--- src/rtl/txq_pkg.sv ---
package txq_pkg;

  typedef enum logic [1:0] {
    RDY_ANY    = 2'b00,
    RDY_THRESH = 2'b01,
    RDY_FRAME  = 2'b10,
    RDY_EITHER = 2'b11
  } rdy_mode_e;

  // Readiness policy evaluation from pre-compared conditions.
  function automatic logic ready_eval(input rdy_mode_e m, input logic nonempty,
                                      input logic above, input logic has_frame);
    logic r;
    case (m)
      RDY_ANY:    r = nonempty;
      RDY_THRESH: r = above;
      RDY_FRAME:  r = has_frame;
      default:    r = has_frame | above;
    endcase
    return r;
  endfunction

endpackage

--- src/rtl/txq_updown.sv ---
module txq_updown #(
  parameter int W   = 8,
  parameter int MAX = 255
) (
  input  logic         clk,
  input  logic         rst_n,
  input  logic         inc,
  input  logic         dec,
  output logic [W-1:0] cnt,
  output logic [W-1:0] cnt_nxt,
  output logic         full
);
  localparam logic [W-1:0] TOP = W'(MAX);

  function automatic logic [W-1:0] step(input logic [W-1:0] c, input logic up,
                                        input logic dn);
    logic [W-1:0] n;
    n = c;
    if (up && !dn && c != TOP) n = c + 1'b1;
    if (dn && !up && c != '0)  n = c - 1'b1;
    return n;
  endfunction

  assign cnt_nxt = step(cnt, inc, dec);
  assign full    = (cnt == TOP);

  always_ff @(posedge clk) begin
    if (!rst_n) cnt <= '0;
    else        cnt <= cnt_nxt;
  end

  // simultaneous pulses cancel
  a_r1_both_hold: assert property (@(posedge clk) disable iff (!rst_n)
    (inc && dec) |=> $stable(cnt));
  // single increment below the top steps by one
  a_r1_step_up: assert property (@(posedge clk) disable iff (!rst_n)
    (inc && !dec && cnt != TOP) |=> (cnt == $past(cnt) + 1'b1));
  // floor at zero
  a_r1_floor: assert property (@(posedge clk) disable iff (!rst_n)
    (dec && !inc && cnt == '0) |=> (cnt == '0));
  // never beyond the limit
  a_r9_limit: assert property (@(posedge clk) disable iff (!rst_n)
    cnt <= TOP);

endmodule

--- src/rtl/txq_qstate.sv ---
module txq_qstate
  import txq_pkg::*;
#(
  parameter int BLK_W   = 8,
  parameter int FRM_MAX = 125,
  parameter int FRM_W   = 7
) (
  input  logic             clk,
  input  logic             rst_n,
  input  logic [1:0]       mode,
  input  logic [BLK_W-1:0] thr,
  input  logic             blk_inc,
  input  logic             blk_dec,
  input  logic             frm_in,
  input  logic             frm_out,
  input  logic             irq_clr,
  output logic [BLK_W-1:0] blocks,
  output logic [FRM_W-1:0] frames,
  output logic             ready,
  output logic             low_irq,
  output logic             sof_ok
);
  logic [BLK_W-1:0] blk_nxt;
  logic [FRM_W-1:0] frm_nxt;
  logic             blk_full, frm_full;
  logic             thr_fall_evt;

  txq_updown #(.W(BLK_W), .MAX((1 << BLK_W) - 1)) u_blk (
    .clk(clk), .rst_n(rst_n), .inc(blk_inc), .dec(blk_dec),
    .cnt(blocks), .cnt_nxt(blk_nxt), .full(blk_full));

  txq_updown #(.W(FRM_W), .MAX(FRM_MAX)) u_frm (
    .clk(clk), .rst_n(rst_n), .inc(frm_in), .dec(frm_out),
    .cnt(frames), .cnt_nxt(frm_nxt), .full(frm_full));

  assign sof_ok = !frm_full;
  assign ready  = ready_eval(rdy_mode_e'(mode), blocks != '0, blocks > thr,
                             frames != '0);

  // Downward crossing of the threshold, seen on the edge that makes it.
  assign thr_fall_evt = (blocks >= thr) && (blk_nxt < thr);

  always_ff @(posedge clk) begin
    if (!rst_n)            low_irq <= 1'b0;
    else if (thr_fall_evt) low_irq <= 1'b1;
    else if (irq_clr)      low_irq <= 1'b0;
  end

  // sticky until cleared
  a_r6_sticky: assert property (@(posedge clk) disable iff (!rst_n)
    (low_irq && !irq_clr) |=> low_irq);
  // a new interrupt needs a downward crossing
  a_r6_cause: assert property (@(posedge clk) disable iff (!rst_n)
    $rose(low_irq) |-> ($past(blocks) >= $past(thr)) && (blocks < $past(thr)));
  // an empty queue under policy 00 is never ready
  a_r2_empty: assert property (@(posedge clk) disable iff (!rst_n)
    (mode == 2'b00 && blocks == '0) |-> !ready);
  // refusal tracks the frame limit
  a_r9_refuse: assert property (@(posedge clk) disable iff (!rst_n)
    (frames == FRM_W'(FRM_MAX)) |-> !sof_ok);

  logic unused_ok;
  assign unused_ok = &{1'b0, blk_full, frm_nxt};

endmodule

--- src/rtl/txq_prio.sv ---
module txq_prio #(
  parameter int NQ   = 4,
  parameter int BASE = 2,
  parameter int QN_W = 3
) (
  input  logic            clk,
  input  logic            rst_n,
  input  logic [NQ-1:0]   ready,
  input  logic            tx_idle,
  input  logic            tx_frame_done,
  output logic            gnt_valid,
  output logic [NQ-1:0]   gnt_onehot,
  output logic [QN_W-1:0] gnt_queue
);
  localparam int IDX_W = (NQ > 1) ? $clog2(NQ) : 1;

  logic [IDX_W-1:0] pick_idx, gnt_idx;
  logic             pick_any;
  logic             grant_evt, release_evt;

  // Lowest index wins: scan from the top so the last hit is the lowest.
  always_comb begin
    pick_idx = '0;
    pick_any = 1'b0;
    for (int i = NQ - 1; i >= 0; i--) begin
      if (ready[i]) begin
        pick_idx = IDX_W'(i);
        pick_any = 1'b1;
      end
    end
  end

  assign grant_evt   = !gnt_valid && tx_idle && pick_any;
  assign release_evt = gnt_valid && tx_frame_done;

  always_ff @(posedge clk) begin
    if (!rst_n) begin
      gnt_valid <= 1'b0;
      gnt_idx   <= '0;
    end else if (grant_evt) begin
      gnt_valid <= 1'b1;
      gnt_idx   <= pick_idx;
    end else if (release_evt) begin
      gnt_valid <= 1'b0;
    end
  end

  always_comb begin
    gnt_onehot = '0;
    if (gnt_valid) gnt_onehot[gnt_idx] = 1'b1;
  end
  assign gnt_queue = QN_W'(BASE) + QN_W'(gnt_idx);

  // at most one queue granted
  a_r7_onehot: assert property (@(posedge clk) disable iff (!rst_n)
    $onehot0(gnt_onehot));
  // the lowest queue wins when ready at grant time
  a_r7_lowest: assert property (@(posedge clk) disable iff (!rst_n)
    (!gnt_valid && tx_idle && ready[0]) |=> gnt_onehot[0]);
  // grants only start while the transmitter is idle
  a_r7_idle_only: assert property (@(posedge clk) disable iff (!rst_n)
    $rose(gnt_valid) |-> $past(tx_idle));
  // grant held until frame done
  a_r8_hold: assert property (@(posedge clk) disable iff (!rst_n)
    (gnt_valid && !tx_frame_done) |=> gnt_valid && $stable(gnt_queue));

endmodule

--- src/rtl/txq_ready_arb.sv ---
module txq_ready_arb #(
  parameter int NQ      = 4,
  parameter int BASE    = 2,
  parameter int BLK_W   = 8,
  parameter int FRM_MAX = 125,
  localparam int FRM_W  = $clog2(FRM_MAX + 1),
  localparam int QN_W   = $clog2(BASE + NQ)
) (
  input  logic                clk,
  input  logic                rst_n,
  input  logic [2*NQ-1:0]     q_mode,
  input  logic [BLK_W*NQ-1:0] q_thresh,
  input  logic [NQ-1:0]       blk_inc,
  input  logic [NQ-1:0]       blk_dec,
  input  logic [NQ-1:0]       frm_in,
  input  logic [NQ-1:0]       frm_out,
  input  logic [NQ-1:0]       irq_clr,
  input  logic                tx_idle,
  input  logic                tx_frame_done,
  output logic [NQ-1:0]       sof_ok,
  output logic [NQ-1:0]       q_ready,
  output logic [BLK_W*NQ-1:0] q_blocks,
  output logic [FRM_W*NQ-1:0] q_frames,
  output logic [NQ-1:0]       low_irq,
  output logic                gnt_valid,
  output logic [NQ-1:0]       gnt_onehot,
  output logic [QN_W-1:0]     gnt_queue
);

  for (genvar q = 0; q < NQ; q++) begin : g_q
    txq_qstate #(.BLK_W(BLK_W), .FRM_MAX(FRM_MAX), .FRM_W(FRM_W)) u_q (
      .clk     (clk),
      .rst_n   (rst_n),
      .mode    (q_mode[2*q +: 2]),
      .thr     (q_thresh[BLK_W*q +: BLK_W]),
      .blk_inc (blk_inc[q]),
      .blk_dec (blk_dec[q]),
      .frm_in  (frm_in[q]),
      .frm_out (frm_out[q]),
      .irq_clr (irq_clr[q]),
      .blocks  (q_blocks[BLK_W*q +: BLK_W]),
      .frames  (q_frames[FRM_W*q +: FRM_W]),
      .ready   (q_ready[q]),
      .low_irq (low_irq[q]),
      .sof_ok  (sof_ok[q])
    );
  end

  txq_prio #(.NQ(NQ), .BASE(BASE), .QN_W(QN_W)) u_arb (
    .clk           (clk),
    .rst_n         (rst_n),
    .ready         (q_ready),
    .tx_idle       (tx_idle),
    .tx_frame_done (tx_frame_done),
    .gnt_valid     (gnt_valid),
    .gnt_onehot    (gnt_onehot),
    .gnt_queue     (gnt_queue)
  );

endmodule

--- config.mk ---
export PLATFORM = sky130hd
export DESIGN_NAME = txq_ready_arb
export DESIGN_NICKNAME = d
export VERILOG_FILES = /design/src/rtl/txq_pkg.sv /design/src/rtl/txq_updown.sv /design/src/rtl/txq_qstate.sv /design/src/rtl/txq_prio.sv /design/src/rtl/txq_ready_arb.sv
export SDC_FILE = /design/constraint.sdc
export NUM_CORES = 1
export LEC_CHECK = 0
export BUFFER_PORTS_ARGS = -buffer_cell sky130_fd_sc_hd__buf_4
export CAP_MARGIN = 25
export CORE_ASPECT_RATIO = 1.4
export CORE_MARGIN = 8
export CORE_UTILIZATION = 50
export DETAILED_ROUTE_END_ITERATION = 10
export HOLD_SLACK_MARGIN = 0.05
export PLACE_DENSITY = 0.77
export SETUP_SLACK_MARGIN = 0.3
export SYNTH_ARGS = -nofsm -noshare
export SYNTH_HDL_FRONTEND = slang
export SYNTH_HIERARCHICAL = 1
export SYNTH_SLANG_ARGS = --single-unit
--- constraint.sdc ---
create_clock -name clk -period 2.5 [get_ports clk]
set_input_delay 0.125 -clock clk [delete_from_list [all_inputs] [get_ports clk]]
set_output_delay 0.125 -clock clk [all_outputs]
set_load 0.01 [all_outputs]
## Word-level counts from Yosys, hierarchy flattened

Cells that the tools add are included.

- Input bits: 64
- Bits in registers: 67
- Logic and storage cells: 192
- Output and inout port bits: 80

- Muxes and demuxes: 41
- Equality and inequality tests: 20
- Add/subtract/negate cells: 17
- Bitwise gates (word level): 4
- Reductions and logical operators: 82
- $lt $le $gt $ge: 14

Operators by type and width:

| cell | number |
|---|---|
| $mux 8 | 8 |
| $mux 7 | 8 |
| $logic_and 1x1->1 | 40 |
| $add 8x1->8 const B | 4 |
| $ge 8x8->1 | 4 |
| $gt 8x8->1 | 4 |
| $lt 8x8->1 | 4 |
| $ne 8x8->1 const B | 4 |
| $reduce_bool 8->1 | 4 |
| $sub 8x1->8 const B | 4 |
| $add 7x1->7 const B | 4 |
| $eq 7x7->1 const B | 4 |
| $ne 7x7->1 const B | 4 |
| $reduce_bool 7->1 | 4 |
| $sub 7x1->7 const B | 4 |
| $logic_not 1->1 | 21 |
| $reduce_bool 2->1 | 9 |
| $mux 1 | 15 |
| $pmux 1 s3 | 4 |
| $eq 2x1->1 const B | 4 |
| $eq 2x2->1 const B | 4 |
| $logic_not 2->1 | 4 |
| $mux 2 | 4 |
| $mux 4 | 1 |
| other kinds (5) | 8 |

## Logic depth before layout (Yosys ltp)

- Depth after elaboration: 9
- Mapped depth: 11
- Gate-level depth less buffers: 11

## Hierarchy

The synthesis kept the hierarchy.

By module, submodules not included:

| module | cells each | area an instance (um^2) | seq. area each (um^2) | times used |
|---|---|---|---|---|
| txq_updown at g_q[0].u_q.u_blk ... | 90 | 735.7 | 160.2 | 4 |
| txq_updown at g_q[0].u_q.u_frm ... | 74 | 626.9 | 140.1 | 4 |
| txq_qstate | 60 | 460.4 | 20.0 | 4 |
| txq_prio | 22 | 177.7 | 60.1 | 1 |

## Least setup slack after synthesis

No wires, ideal clock.

- Kind: register -> register
- Start point: register g_q[0].u_q.u_blk.cnt[4]
- End point: register g_q[0].u_q.low_irq
- Setup slack: -0.285 ns
- Cell stages (with the launch flop): 11
- Clock period less this slack: 2.785 ns
- Path buffers: 1
- Setup time: 0.079 ns
- Data required time: 2.421 ns
- Arrival time: 2.705 ns
- Path through: dfxtp_1 -> buf_6 -> or4_4 -> o31a_4 -> a22oi_4 -> xnor2_1 -> ha_1 -> a211o_1 -> a31oi_1 -> o2111ai_1 -> a22oi_1

- Cells in the longest elaborated chain, start to end: 7
- Elaborated cells between the ends (all ways): 13
- Those cells by class: 2 x add/sub; 2 x order compare; 1 x eq/ne; 3 x mux; 5 x reduce/logical

Ends and longest elaborated chain:

| item | line | text |
|---|---|---|
| start: declaration | txq_updown.sv:9 | `output logic [W-1:0] cnt,` |
| start signal: assignment | txq_updown.sv:29 | `else cnt <= cnt_nxt;` |
| $ne 8x8->1 | txq_updown.sv:19 | `if (up && !dn && c != TOP) n = c + 1'b1;` |
| $logic_and 1x1->1 | txq_updown.sv:19 |  |
| $mux 8 | txq_updown.sv:19 |  |
| $mux 8 (*) | txq_updown.sv:20 | `if (dn && !up && c != '0) n = c - 1'b1;` |
| net g_q[0].u_q.blk_nxt[2] | txq_qstate.sv:23 | `logic [BLK_W-1:0] blk_nxt;` |
| $lt 8x8->1 (*) | txq_qstate.sv:41 | `assign thr_fall_evt = (blocks >= thr) && (blk_nxt < thr);` |
| $logic_and 1x1->1 (*) | txq_qstate.sv:41 |  |
| $mux 1 or $reduce_bool 2->1 (tied branches) | n/a |  |
| end signal: assignment | txq_qstate.sv:44 | `if (!rst_n) low_irq <= 1'b0;` |
| end signal: assignment | txq_qstate.sv:45 | `else if (thr_fall_evt) low_irq <= 1'b1;` |
| end signal: assignment | txq_qstate.sv:46 | `else if (irq_clr) low_irq <= 1'b0;` |
| end: declaration | txq_qstate.sv:20 | `output logic low_irq,` |

Mark *: on every way through the listed nets, which the timed path passes. The rest lies on a longest branch.
A chain may end at the register's enable or synchronous reset.

## Final worst setup path

- Start point: register g_q[3].u_q.u_blk.cnt[5]
- End point: register g_q[3].u_q.low_irq

- Cells in the longest elaborated chain, start to end: 7
- Elaborated cells between the ends (all ways): 13
- Those cells by class: 2 x add/sub; 2 x order compare; 1 x eq/ne; 3 x mux; 5 x reduce/logical

Ends and longest elaborated chain:

| item | line |
|---|---|
| start: declaration | txq_updown.sv:9 |
| start signal: assignment | txq_updown.sv:29 |
| $ne 8x8->1 | txq_updown.sv:19 |
| $logic_and 1x1->1 | txq_updown.sv:19 |
| $mux 8 | txq_updown.sv:19 |
| $mux 8 (*) | txq_updown.sv:20 |
| net g_q[3].u_q.blk_nxt[2] | txq_qstate.sv:23 |
| $lt 8x8->1 (*) | txq_qstate.sv:41 |
| $logic_and 1x1->1 (*) | txq_qstate.sv:41 |
| $mux 1 or $reduce_bool 2->1 (tied branches) | n/a |
| end signal: assignment | txq_qstate.sv:44 |
| end signal: assignment | txq_qstate.sv:45 |
| end signal: assignment | txq_qstate.sv:46 |
| end: declaration | txq_qstate.sv:20 |

Marked as above.

==> out/metrics.csv <==
stage;metric;value;unit
status;outcome;complete, but fails checks;
status;violations;negative setup slack;
final_layout;syn2layout_area_growth;35.5;%
die;die_area;0.0186;mm^2
pwr;swShare;42.0;%
clocking;cts.path.max_buffers;2;
die;io_pins;144;
flow_run;drv_cap;0;
placed_design;place_area;0.00919;mm^2
worst_setup_path;cp.depth;9;
route;num_vias;7599;
clocking;cts_made_buffers;9;
timing;fin_crit_sh;106;%
timing;worst_slack;-0.145;ns
final_layout;num-nets-final;1280;
clocking;clock_latency;0.34;ns
route;dr.pass1.iters;5;
route;vias_per_cell;5.75;
logic_synthesis;yosys_warnings;6;
timing;final-hold-violation-count;0;
final_layout;final_cell_mix;249 x buf_4, 83 x inv_1, 83 x ha_1, 80 x nand2_1;
timing;slew_headroom;51.5;%
logic_synthesis;syn_area;0.00723;mm^2
pwr;clockPowerShare;15.4;%
timing;whs;0.107;ns
route;top_layer_used;met4;
worst_setup_path;r2r_cells;9;
worst_setup_path;cp.buffers_inverters;0;
timing;timing.final.max_slew_violations;0;
worst_setup_path;critPathRequiredTime;2.76;ns
min_path;holdPathStages;3;
route;route.met2.wl;11500;um
timing;fmax;378;MHz
die;design.core.area;0.0143;mm^2
worst_setup_path;crit_fanout;5;
worst_setup_path;crit_chain;or4_4, o31a_4, a22oi_4, xnor2_1, ha_1, a211o_1, a31oi_1, o2111ai_1, a22oi_1;
pwr;power.density;821;mW/mm^2
grt;antenna_found_initial;0;
clocking;h-tree-depth;3;
placed_design;io_buffers;143;
die;chipWidth;118;um
worst_setup_path;worstSetupStartpointType;flip-flop;
pwr;power.net_switching;3.37;mW
placed_design;gp_congestion;0.926;
clocking;cts_tree;built;
route;wl_met3;921;um
final_layout;mostFrequentLayoutCell;buf_4;
grt;grt_pass1_wl;35000;um
pwr;p_int;4.67;mW
pwr;peakVddDrop;577;uV
logic_synthesis;syn_inst;886;
pwr;p_comb_share;65.2;%
grt;grt_overflow_total;0;
final_layout;num_antenna_cells;0;
timing;worstMarginPinSlew;0.727;ns
timing;finalSetupViolCount;4;
worst_setup_path;cp_slowest_stage_delay;0.57;ns
grt;grt_max_degree;66;
die;initial_core_util;50.5;%
final_layout;design_area;0.00980;mm^2
min_path;hold_path_class;input port to flip-flop;
grt;grt_pass1_vias;7626;
grt;globalRouteTotalUtil;22.3;%
route;final_antenna_net_count;0;
route;drt_iter0_markers;528;
worst_setup_path;critPathKind;flip-flop to flip-flop;
worst_setup_path;arrival;2.90;ns
logic_synthesis;synth.avg_cell_area;8.17;um^2
pwr;pwr-share-seq;19.5;%
worst_setup_path;crit_family;compound AO/OA/AOI/OAI gates;
timing;rsz0062_at_grt;yes;
die;row_count;52;
clocking;cts_sinks;67;
worst_setup_path;slowest_stage;or4_4;
final_layout;drive_gt1_share;34.1;%
clocking;cts_root_buffer;clkbuf_16;
logic_synthesis;syn_nets;1038;
clocking;path_clk_slew;0.06;ns
timing;skew;0.0142;ns
timing;layout_min_cycle_time;2.64;ns
worst_setup_path;end_kind;flip-flop;
final_layout;filler_cell_count;1196;
placed_design;hpwl;17200;um
route;drc;0;
die;die_y;158;um
pwr;power;8.04;mW
pwr;leakage;4.70;nW
route;post_drt_wl_per_cell;16.5;um
route;met1_length;8630;um
route;wirelength;21800;um
-- registers in the layout, indices dropped and copies added, names as in the netlist --
name               flops
u_arb/gnt_idx          2
u_arb/gnt_valid        1
g_q.u_q/u_blk/cnt     32
g_q.u_q/low_irq        4
g_q.u_q/u_frm/cnt     28
-- final timing paths --
check,startpoint,endpoint,slack (ns)
worst min-delay path,irq_clr[2],g_q[2].u_q/low_irq,0.11
worst min register to register,g_q[3].u_q/u_frm/cnt[5],g_q[3].u_q/u_frm/cnt[5],0.51
worst max-delay path,g_q[3].u_q/u_blk/cnt[5],g_q[3].u_q/low_irq,-0.14
worst max register to register,g_q[3].u_q/u_blk/cnt[5],g_q[3].u_q/low_irq,-0.14
-- metrics by stage --
| stage | util (%) | std cells | setup TNS [ns] | setup slack (ns) |
|---|---|---|---|---|
| final | 68.5 | 1322 | -0.515 | -0.145 |
| after global routing | 68.5 | 1322 | -1.07 | -0.326 |
| after CTS | 67.1 | 1315 | -0.512 | -0.132 |
| after detailed placement | 64.2 | 1291 | -0.528 | -0.149 |
| after global placement | 64.2 | 1291 | -0.281 | -0.105 |
| after floorplan | - | 886 | -0.605 | -0.151 |
-- area by class of cell --
type | count | area (um^2) | area share, %
Clock buffer | 11 | 233 | 2.37
Multi-Input combinational cell | 704 | 5560 | 56.7
Inverter | 83 | 312 | 3.18
Timing Repair Buffer | 263 | 2040 | 20.9
Clock inverter | 5 | 53.8 | 0.549
Tap cell | 189 | 236 | 2.41
Sequential cell | 67 | 1360 | 13.9
-- metal layers --
layer	track usage, %	vias up
met4	12.0	0
li1	-	3760
met2	42.0	231
met3	3.41	62
met5	0	-
met1	23.7	3546
-- worst min-delay path, stage by stage --
cell,delay [ns]
buf_4,0.07
nand3b_1,0.10
a22oi_1,0.08
-- power by group through the flow --
stage / registers, mW / clock network [mW] / logic [mW]
2_1_floorplan: 1.71 / 0 / 2.88
3_3_place_gp: 1.56 / 0 / 4.76
3_5_place_dp: 1.57 / 0 / 4.88
4_1_cts: 1.55 / 1.27 / 5.04
5_1_grt: 1.60 / 1.32 / 5.71
6_report: 1.57 / 1.24 / 5.24
-- repair_timing --
item | in CTS | in global routing
hold buffers | 0 | 0
setup endpoints to repair | 10 | 10
setup buffers | 8 | 7
pin swaps | 8 | 15
gates resized for setup | 16 | 34
No activity file was read; power rests on OpenSTA's default activity.
